[config.mk]
export PLATFORM = sky130hd
export DESIGN_NAME = hazard_ctrl
export DESIGN_NICKNAME = d
export VERILOG_FILES = /design/src/rtl/hz_pkg.sv /design/src/rtl/hz_inflight.sv /design/src/rtl/hz_operand_resolve.sv /design/src/rtl/hz_mem_guard.sv /design/src/rtl/hazard_ctrl.sv
export SDC_FILE = /design/constraint.sdc
export NUM_CORES = 1
export LEC_CHECK = 0
export ABC_AREA = 0
export BUFFER_PORTS_ARGS = -buffer_cell sky130_fd_sc_hd__buf_2
export CORE_ASPECT_RATIO = 1.25
export CORE_MARGIN = 3
export CORE_UTILIZATION = 55
export DETAILED_ROUTE_END_ITERATION = 16
export GPL_ROUTABILITY_DRIVEN = 0
export PLACE_DENSITY = 0.77
export REMOVE_ABC_BUFFERS = 1
export SETUP_SLACK_MARGIN = 0.05
export SYNTH_ARGS = -nofsm -noshare
export SYNTH_HDL_FRONTEND = slang
export SYNTH_SLANG_ARGS = --single-unit
[constraint.sdc]
create_clock -name clk -period 1.9 [get_ports clk]
set_input_delay 0.095 -clock clk [delete_from_list [all_inputs] [get_ports clk]]
set_output_delay 0.095 -clock clk [all_outputs]
set_load 0.02 [all_outputs]
[src/rtl/hz_pkg.sv]
package hz_pkg;

    localparam int unsigned HZ_REG_W = 5;

    typedef enum logic [1:0] {
        CL_ALU   = 2'd0,
        CL_LOAD  = 2'd1,
        CL_STORE = 2'd2,
        CL_FADD  = 2'd3
    } op_class_e;

    typedef enum logic [1:0] {
        FW_RF    = 2'd0,
        FW_EXMEM = 2'd1,
        FW_MEMWB = 2'd2,
        FW_FPEND = 2'd3
    } fwd_sel_e;

    // One in-flight instruction as seen by the hazard logic
    typedef struct packed {
        logic                valid;
        logic                wr;
        logic                fp;
        logic                load;
        logic [HZ_REG_W-1:0] dst;
    } slot_t;

    // One source operand of the instruction in decode
    typedef struct packed {
        logic                used;
        logic                fp;
        logic [HZ_REG_W-1:0] idx;
    } operand_t;

    function automatic slot_t slot_of(logic v, op_class_e c, logic [HZ_REG_W-1:0] d);
        slot_t s;
        s = '0;
        if (v) begin
            s.valid = 1'b1;
            s.wr    = (c != CL_STORE);
            s.fp    = (c == CL_FADD);
            s.load  = (c == CL_LOAD);
            s.dst   = d;
        end
        return s;
    endfunction

    function automatic operand_t src_a_of(logic v, op_class_e c, logic [HZ_REG_W-1:0] i);
        operand_t o;
        o.used = v;
        o.fp   = (c == CL_FADD);
        o.idx  = i;
        return o;
    endfunction

    function automatic operand_t src_b_of(logic v, op_class_e c, logic sfp,
                                          logic [HZ_REG_W-1:0] i);
        operand_t o;
        o.used = v && (c != CL_LOAD);
        o.fp   = (c == CL_FADD) || ((c == CL_STORE) && sfp);
        o.idx  = i;
        return o;
    endfunction

    function automatic logic slot_hits(slot_t s, operand_t o);
        return s.valid && s.wr && o.used && (s.fp == o.fp) &&
               (s.dst == o.idx) && (o.fp || (o.idx != '0));
    endfunction

endpackage

[src/rtl/hz_inflight.sv]
module hz_inflight
    import hz_pkg::*;
#(
    parameter int FP_STAGES = 4
) (
    input  logic                        clk,
    input  logic                        rst,
    input  slot_t                       issue_int,
    input  slot_t                       issue_fp,
    output slot_t                       ex_slot,
    output slot_t [FP_STAGES-1:0]       fp_slots,
    output slot_t                       mem_slot
);
    localparam int LAST = FP_STAGES - 1;

    slot_t ex_q;
    slot_t mem_q;
    slot_t [FP_STAGES-1:0] fp_q;

    always_ff @(posedge clk) begin
        if (rst) begin
            ex_q    <= '0;
            fp_q[0] <= '0;
        end else begin
            ex_q    <= issue_int;
            fp_q[0] <= issue_fp;
        end
    end

    for (genvar k = 1; k < FP_STAGES; k++) begin : g_fp_step
        always_ff @(posedge clk) begin
            if (rst) fp_q[k] <= '0;
            else     fp_q[k] <= fp_q[k-1];
        end
    end

    // The adder's last step has priority; issue logic keeps the EX slot empty then
    always_ff @(posedge clk) begin
        if (rst)                  mem_q <= '0;
        else if (fp_q[LAST].valid) mem_q <= fp_q[LAST];
        else                      mem_q <= ex_q;
    end

    assign ex_slot  = ex_q;
    assign fp_slots = fp_q;
    assign mem_slot = mem_q;

endmodule

[src/rtl/hz_operand_resolve.sv]
module hz_operand_resolve
    import hz_pkg::*;
#(
    parameter int FP_STAGES = 4
) (
    input  operand_t                    opnd,
    input  slot_t                       ex_slot,
    input  slot_t [FP_STAGES-1:0]       fp_slots,
    input  slot_t                       mem_slot,
    output logic                        need_wait,
    output fwd_sel_e                    sel
);
    localparam int FWD_STEP  = FP_STAGES - 2;
    localparam int LAST_STEP = FP_STAGES - 1;

    logic hit;

    // Youngest producer first: EX / first adder step, older adder steps, then MEM
    always_comb begin
        hit       = 1'b0;
        need_wait = 1'b0;
        sel       = FW_RF;
        if (slot_hits(ex_slot, opnd)) begin
            hit = 1'b1;
            if (ex_slot.load) need_wait = 1'b1;
            else              sel       = FW_EXMEM;
        end
        for (int k = 0; k < FP_STAGES; k++) begin
            if (!hit && slot_hits(fp_slots[k], opnd)) begin
                hit = 1'b1;
                if (k == FWD_STEP)       sel       = FW_FPEND;
                else if (k == LAST_STEP) sel       = FW_EXMEM;
                else                     need_wait = 1'b1;
            end
        end
        if (!hit && slot_hits(mem_slot, opnd)) begin
            hit = 1'b1;
            sel = FW_MEMWB;
        end
    end

endmodule

[src/rtl/hz_mem_guard.sv]
module hz_mem_guard
    import hz_pkg::*;
#(
    parameter int FP_STAGES = 4
) (
    input  logic                        id_valid,
    input  op_class_e                   id_class,
    input  slot_t [FP_STAGES-1:0]       fp_slots,
    output logic                        mem_clash
);
    // An integer-path instruction issued now reaches MEM two edges later,
    // the same edge as an FP add now in the step before last.
    localparam int CLASH_STEP = FP_STAGES - 2;

    always_comb begin
        mem_clash = id_valid && (id_class != CL_FADD) && fp_slots[CLASH_STEP].valid;
    end

endmodule

[src/rtl/hazard_ctrl.sv]
module hazard_ctrl
    import hz_pkg::*;
#(
    parameter int FP_STAGES = 4
) (
    input  logic                clk,
    input  logic                rst,
    input  logic                id_valid,
    input  logic [1:0]          id_class,
    input  logic [HZ_REG_W-1:0] id_src_a,
    input  logic [HZ_REG_W-1:0] id_src_b,
    input  logic [HZ_REG_W-1:0] id_dst,
    input  logic                id_store_fp,
    output logic                stall,
    output logic [1:0]          fwd_a,
    output logic [1:0]          fwd_b
);
    localparam int NUM_OPND = 2;

    op_class_e cls;
    operand_t  opnd [NUM_OPND];
    logic      wait_raw [NUM_OPND];
    fwd_sel_e  sel [NUM_OPND];
    logic      mem_clash;
    logic      go;

    slot_t                 ex_slot;
    slot_t                 mem_slot;
    slot_t [FP_STAGES-1:0] fp_slots;
    slot_t                 issue_int;
    slot_t                 issue_fp;

    logic ex_busy;
    logic fp_last_busy;
    logic fp_near_busy;

    logic [1:0] fwd_a_q;
    logic [1:0] fwd_b_q;

    assign cls     = op_class_e'(id_class);
    assign opnd[0] = src_a_of(id_valid, cls, id_src_a);
    assign opnd[1] = src_b_of(id_valid, cls, id_store_fp, id_src_b);

    for (genvar g = 0; g < NUM_OPND; g++) begin : g_opnd
        hz_operand_resolve #(.FP_STAGES(FP_STAGES)) u_res (
            .opnd      (opnd[g]),
            .ex_slot   (ex_slot),
            .fp_slots  (fp_slots),
            .mem_slot  (mem_slot),
            .need_wait (wait_raw[g]),
            .sel       (sel[g])
        );
    end

    hz_mem_guard #(.FP_STAGES(FP_STAGES)) u_guard (
        .id_valid  (id_valid),
        .id_class  (cls),
        .fp_slots  (fp_slots),
        .mem_clash (mem_clash)
    );

    assign stall = id_valid && (wait_raw[0] || wait_raw[1] || mem_clash);
    assign go    = id_valid && !stall;

    assign issue_int = slot_of(go && (cls != CL_FADD), cls, id_dst);
    assign issue_fp  = slot_of(go && (cls == CL_FADD), cls, id_dst);

    hz_inflight #(.FP_STAGES(FP_STAGES)) u_track (
        .clk       (clk),
        .rst       (rst),
        .issue_int (issue_int),
        .issue_fp  (issue_fp),
        .ex_slot   (ex_slot),
        .fp_slots  (fp_slots),
        .mem_slot  (mem_slot)
    );

    // Selects follow the instruction into its first execute step; bubbles get 00
    always_ff @(posedge clk) begin
        if (rst || !go) begin
            fwd_a_q <= FW_RF;
            fwd_b_q <= FW_RF;
        end else begin
            fwd_a_q <= sel[0];
            fwd_b_q <= sel[1];
        end
    end

    assign fwd_a = fwd_a_q;
    assign fwd_b = fwd_b_q;

    assign ex_busy      = ex_slot.valid;
    assign fp_last_busy = fp_slots[FP_STAGES-1].valid;
    assign fp_near_busy = fp_slots[FP_STAGES-2].valid;

endmodule

==> Word-level counts from Yosys, hierarchy flattened <==
Index checks and enable logic that the tools add are counted.
{ "word_totals": {"inputBits": 21, "ff_bits": 57} }
{ "op_classes": {"mux": 29, "n_reduce_logical": 96, "n_eq_ne": 30, "bitwise": 2} }
{ "op_table": {"columns": ["op", "count"], "rows": [
  ["$logic_and 1x1->1", 72],
  ["$eq 5x5->1", 12],
  ["$mux 9", 3],
  ["$mux 1", 18],
  ["$mux 2", 8],
  ["$eq 1x1->1", 12],
  ["$logic_not 1->1", 12],
  ["$reduce_bool 5->1", 2],
  ["$reduce_or 2->1", 4],
  ["$logic_or 1x1->1", 6],
  ["$eq 2x2->1 const B", 2],
  ["$ne 2x2->1 const B", 2],
  ["$eq 2x1->1 const B", 1],
  ["$ne 2x1->1 const B", 1],
  ["$not 1->1", 2]
]} }

==> Depth between registers and ports, before layout <==
{ "depth": {"depth_word": 23, "ltp_mapped": 9} }

==> By module <==
Synthesis repeated with hierarchy kept, for this count alone.
{ "unflattened": {"hier_cells": 305, "area_unflattened_um2": 3244.4} }
{ "by_module_without_submodules": {"columns": ["mod", "n_inst", "area_each_um2", "cells_per_inst", "seq_area_each_um2"], "rows": [
  ["hz_inflight", 1, 1776.7, 124, 1081.0],
  ["hz_operand_resolve", 2, 586.8, 73, 0.0],
  ["hazard_ctrl", 1, 281.5, 33, 80.1],
  ["hz_mem_guard", 1, 12.5, 2, 0.0]
]} }

==> Least setup slack after synthesis <==
No wires, ideal clock.
{ "synth_path": {"kind": "register to output", "start": "register u_track.fp_q (netlist bit u_track.fp_slots[11])", "end": "output port stall", "arrival_ps": 1726, "stages_incl_launch_ff": 8, "n_path_buf": 1, "slack_ps": 79, "path_cell_list": "dfxtp_1 -> xor2_1 -> nor4_1 -> a22oi_1 -> and2_4 -> o31ai_4 -> buf_6 -> o21bai_1"} }
{ "synth_via": {"elab_chain_cells": 8} }
{ "synth_rtl": {"columns": ["item", "line_no", "source"], "rows": [
  ["start, declared", "hz_inflight.sv:18", "slot_t [FP_STAGES-1:0] fp_q;"],
  ["start signal, assigned by index", "hz_inflight.sv:33", "else fp_q[k] <= fp_q[k-1];"],
  ["$eq 5x5->1", "hz_pkg.sv:67", "(s.dst == o.idx) && (o.fp || (o.idx != '0));"],
  ["$logic_and 1x1->1", "hz_pkg.sv:66", "return s.valid && s.wr && o.used && (s.fp == o.fp) &&"],
  ["$logic_and 1x1->1", "hz_pkg.sv:67", null],
  ["$logic_and 1x1->1", "hz_operand_resolve.sv:29", "if (!hit && slot_hits(fp_slots[k], opnd)) begin"],
  ["$mux 1", "hz_operand_resolve.sv:29", null],
  ["$logic_or 1x1->1 (*) (2 in a row)", "hazard_ctrl.sv:62", "assign stall = id_valid && (wait_raw[0] || wait_raw[1] || mem_clash);"],
  ["$logic_and 1x1->1 (*)", "hazard_ctrl.sv:62", null],
  ["end, declared", "hazard_ctrl.sv:14", "output logic stall,"]
]} }
Mark *: on every way between the ends. The rest lies on a longest branch, timed or not.

==> Final worst setup path <==
Ends and elaborated chain as after synthesis.

==> run summary <==
The final-report max-slew violation count is 0. The required arrival time at the worst endpoint is 1.80 ns. Dividing the detail-routed wire length by the instance count gives 18.36 µm. The width of the die is 69.81 µm. Clock-pin slew was measured on the worst setup and hold paths at 0.09 ns. The peak supply drop is 0.6456 mV.

The floorplan die area is 5986 µm². Yosys mapped a number of flops with a built-in enable equal to 0. The placeable core region came out at 4835 µm². The register-to-register setup slack is -0.07 ns. The setup slack after placement is -0.02579 ns. In the layout the commonest cells are sky130_fd_sc_hd__dfxtp_1, sky130_fd_sc_hd__xnor2_1, sky130_fd_sc_hd__xor2_1. The number of buffers added by the clock tree synthesis step is 5.

The max capacitance violation total came out at 0. Along the worst path, the maximum fanout reaches 3. The sink count of the clock tree came out at 53. The final reports fail on setup timing.

The post-synthesis average cell area is 9.890 µm². The worst register-to-register path begins at u_track.ex_slot[1]. The maximum achievable frequency came out at 486.2 MHz. The min-delay analysis places its worst path in the category input pin to flop. The leakage power summed over all cells came out at 1.295 nW.

The instance area after placement is 2934 µm². The first detailed-routing pass took 4 iterations. The root buffer selected by CTS is sky130_fd_sc_hd__clkbuf_8. The number of storage elements in the synthesis netlist came out at 53.

The hold buffer count at CTS is 0. STA classifies the critical path endpoint as an output port. Leaving out fill and tap cells, the most frequent cell in the layout is sky130_fd_sc_hd__dfxtp_1. After routing the design area is 3405 µm². For this configuration, the core starts out at a cell density of 57.89%. The clock network latency to the later pin of the worst-skew pair is 0.32 ns. The vias after detailed routing is 2,118.

The remaining antenna violation count came out at 0. During synthesis, Yosys emitted a total of 0 warnings. Synthesis produced a netlist whose cell count is 283. The netlist area before placement is 2799 µm².

The part of the cycle the worst path needs is 108.3%. The number of buffers added on ports came out at 25. The flow ran to the end, but the final reports show violations. The critical path starts at u_track.fp_slots[11]. For this run, the post-layout net count is 341. Setup violations remaining at the end of the flow were counted as 15.

The final critical-path required period is 2.057 ns. The half-perimeter wire length after placement came out at 4.531 mm. The proportion of register bits with asynchronous set or reset after synthesis came out at 0%.

The buffer levels on the longest clock path came out at 2. The die is 85.76 µm tall. The count of endpoints failing hold in the final timing report came out at 0. The end of the worst register-to-register path is u_track.ex_slot[5]. Following the worst setup path forward leads to its endpoint at stall.

The DRC marker count from the first detailed-route iteration came out at 150. The number of placed instances with taps included is 359. The areal power density over the cells came out at 692.7 nW/µm². Measured in cells, the most critical reg-to-reg path has a length of 8. The count of cell types in the netlist is 42. The sum of internal, switching and leakage power is 2.358 mW. The final standard cell count with taps included and fillers excluded came out at 381. The flip-flop cell with the highest count after synthesis is sky130_fd_sc_hd__dfxtp_1. The routed design has 6.996 mm of wire.

The post-layout worst setup margin is -0.1570 ns. The via density per instance is 5.559. Across every metal layer, demand over resource in global routing totals 23.99%. The first global-routing pass estimated 11.05 mm of wire. TritonCTS built the clock tree. For this run, design rule violations remaining after detail routing come to 0. STA classifies the critical path startpoint as a flop. The via count of the first global-routing pass is 2,122. The share of the core filled with cells came out at 70.42%. The total grt overflow came out at 0. The number of antenna diodes in the final layout is 0. The share of post-route cells with drive strength above 1 is 33.02%. The worst clock skew is 0.01457 ns. The share of the Yosys chip area taken by registers is 37.91%.

Setup repair after global routing could not meet its margin everywhere. The critical path arrival came out at 1.96 ns. The H-tree generated during clock tree synthesis spans 2 levels. The relative area change from synthesis to final layout came out at 21.64%. The initial antenna violation count is 0.

Row generation in the floorplan step produced 28 rows. The count of pins on the block boundary is 26. The worst setup path is of the flop to output port kind. The pin count of the biggest net entering global routing came out at 33.
## logic make-up (layout without fill, tap and decap cells)
group,after synthesis,count (layout),share of synthesized area (%)
simple gates,115,115,25.21
other cells,1,1,0.1340
mux,6,6,2.146
compound gates,17,17,6.034
buf+inv,21,59,5.990
xor+xnor,70,70,22.58
flops,53,53,37.91
## cells in the mapped netlist, types with 2 or more instances
library cell | instances | area share (%)
sky130_fd_sc_hd__a211oi_1 | 2 | 0.54
sky130_fd_sc_hd__a21o_1 | 2 | 0.54
sky130_fd_sc_hd__and2_4 | 2 | 0.63
sky130_fd_sc_hd__and3_1 | 2 | 0.45
sky130_fd_sc_hd__buf_2 | 5 | 0.89
sky130_fd_sc_hd__buf_4 | 3 | 0.80
sky130_fd_sc_hd__buf_6 | 8 | 3.2
sky130_fd_sc_hd__clkbuf_1 | 4 | 0.54
sky130_fd_sc_hd__dfxtp_1 | 53 | 38
sky130_fd_sc_hd__mux2i_1 | 6 | 2.1
sky130_fd_sc_hd__nand2_1 | 14 | 1.9
sky130_fd_sc_hd__nand2b_1 | 2 | 0.45
sky130_fd_sc_hd__nand3_1 | 11 | 2.0
sky130_fd_sc_hd__nand4_1 | 9 | 2.0
sky130_fd_sc_hd__nor2_1 | 15 | 2.0
sky130_fd_sc_hd__nor2b_1 | 24 | 5.4
sky130_fd_sc_hd__nor3_1 | 9 | 1.6
sky130_fd_sc_hd__nor3_2 | 10 | 3.6
sky130_fd_sc_hd__nor4_1 | 7 | 1.6
sky130_fd_sc_hd__o21ai_0 | 2 | 0.36
sky130_fd_sc_hd__o21ai_4 | 2 | 1.2
sky130_fd_sc_hd__o21bai_1 | 2 | 0.54
sky130_fd_sc_hd__or4_1 | 3 | 0.80
sky130_fd_sc_hd__xnor2_1 | 40 | 13
sky130_fd_sc_hd__xor2_1 | 29 | 9.1
## report_power, final
part	leakage [nW]	internal, mW	switching, mW
combinational	0.792	0.133	0.173
sequential	0.435	1.13	0.0233
clock	0.0681	0.523	0.380
total	1.30	1.78	0.576
## cell type report
cell class,instances,area [µm²]
Multi-Input combinational cell,209,1707
Fill cell,363,1430
Sequential cell,53,1081
Timing Repair Buffer,51,407.9
Tap cell,60,75.07
Clock buffer,5,68.82
Clock inverter,3,65.06
## flip-flops by register name, indices dropped and copies added, names as in the netlist
signal,count
u_track.fp_slots,32
u_track.ex_slot,9
u_track.mem_slot,8
fwd_a,2
fwd_b,2
## worst max-delay path: stages (launching register included)
cell and delay, ns:
sky130_fd_sc_hd__dfxtp_2 0.34, sky130_fd_sc_hd__xor2_1 0.17, sky130_fd_sc_hd__nor4_2 0.33, sky130_fd_sc_hd__a22oi_1 0.16
sky130_fd_sc_hd__and2_4 0.17, sky130_fd_sc_hd__o31ai_4 0.18, sky130_fd_sc_hd__o21bai_4 0.17, sky130_fd_sc_hd__buf_6 0.13
## per-layer routing
metal / global-route usage [%] / wire length (µm)
met2: 43.25 / 3715
met5: 0 / 0
met3: 3.634 / 283
met1: 27.47 / 2750
met4: 11.85 / 247
## repair_timing
action / 4_1_cts / 5_1_grt
gates cloned: 1 / 1
resized for setup: 26 / 19
endpoints found under the setup margin: 18 / 21
buffers inserted: 9 / 4
hold endpoints to repair: 0 / 0
pin swaps: 21 / 10
## per-stage QoR
step | hold WS (ns) | setup TNS [ns]
2_1_floorplan | 0.1641 | -2.146
3_3_place_gp | 0.3272 | -0.5513
3_5_place_dp | 0.3352 | -0.1016
4_1_cts | 0.003343 | -0.1747
5_1_grt | 0.01362 | -2.399
6_report | 0.01181 | -0.3904
## how the worst min path moves through the flow
stage	start	cells after the start	slack [ns]	to
floorplan	rst	1	0.16	u_track.mem_slot[7]
global placement	id_dst[1]	3	0.33	u_track.fp_slots[1]
detailed placement	id_dst[2]	3	0.34	u_track.fp_slots[2]
CTS	id_dst[2]	3	0.003	u_track.fp_slots[2]
global route	id_dst[0]	3	0.01	u_track.ex_slot[0]
finish	id_dst[1]	3	0.01	u_track.ex_slot[1]
Note: power is estimated with default switching activity, not from simulation.
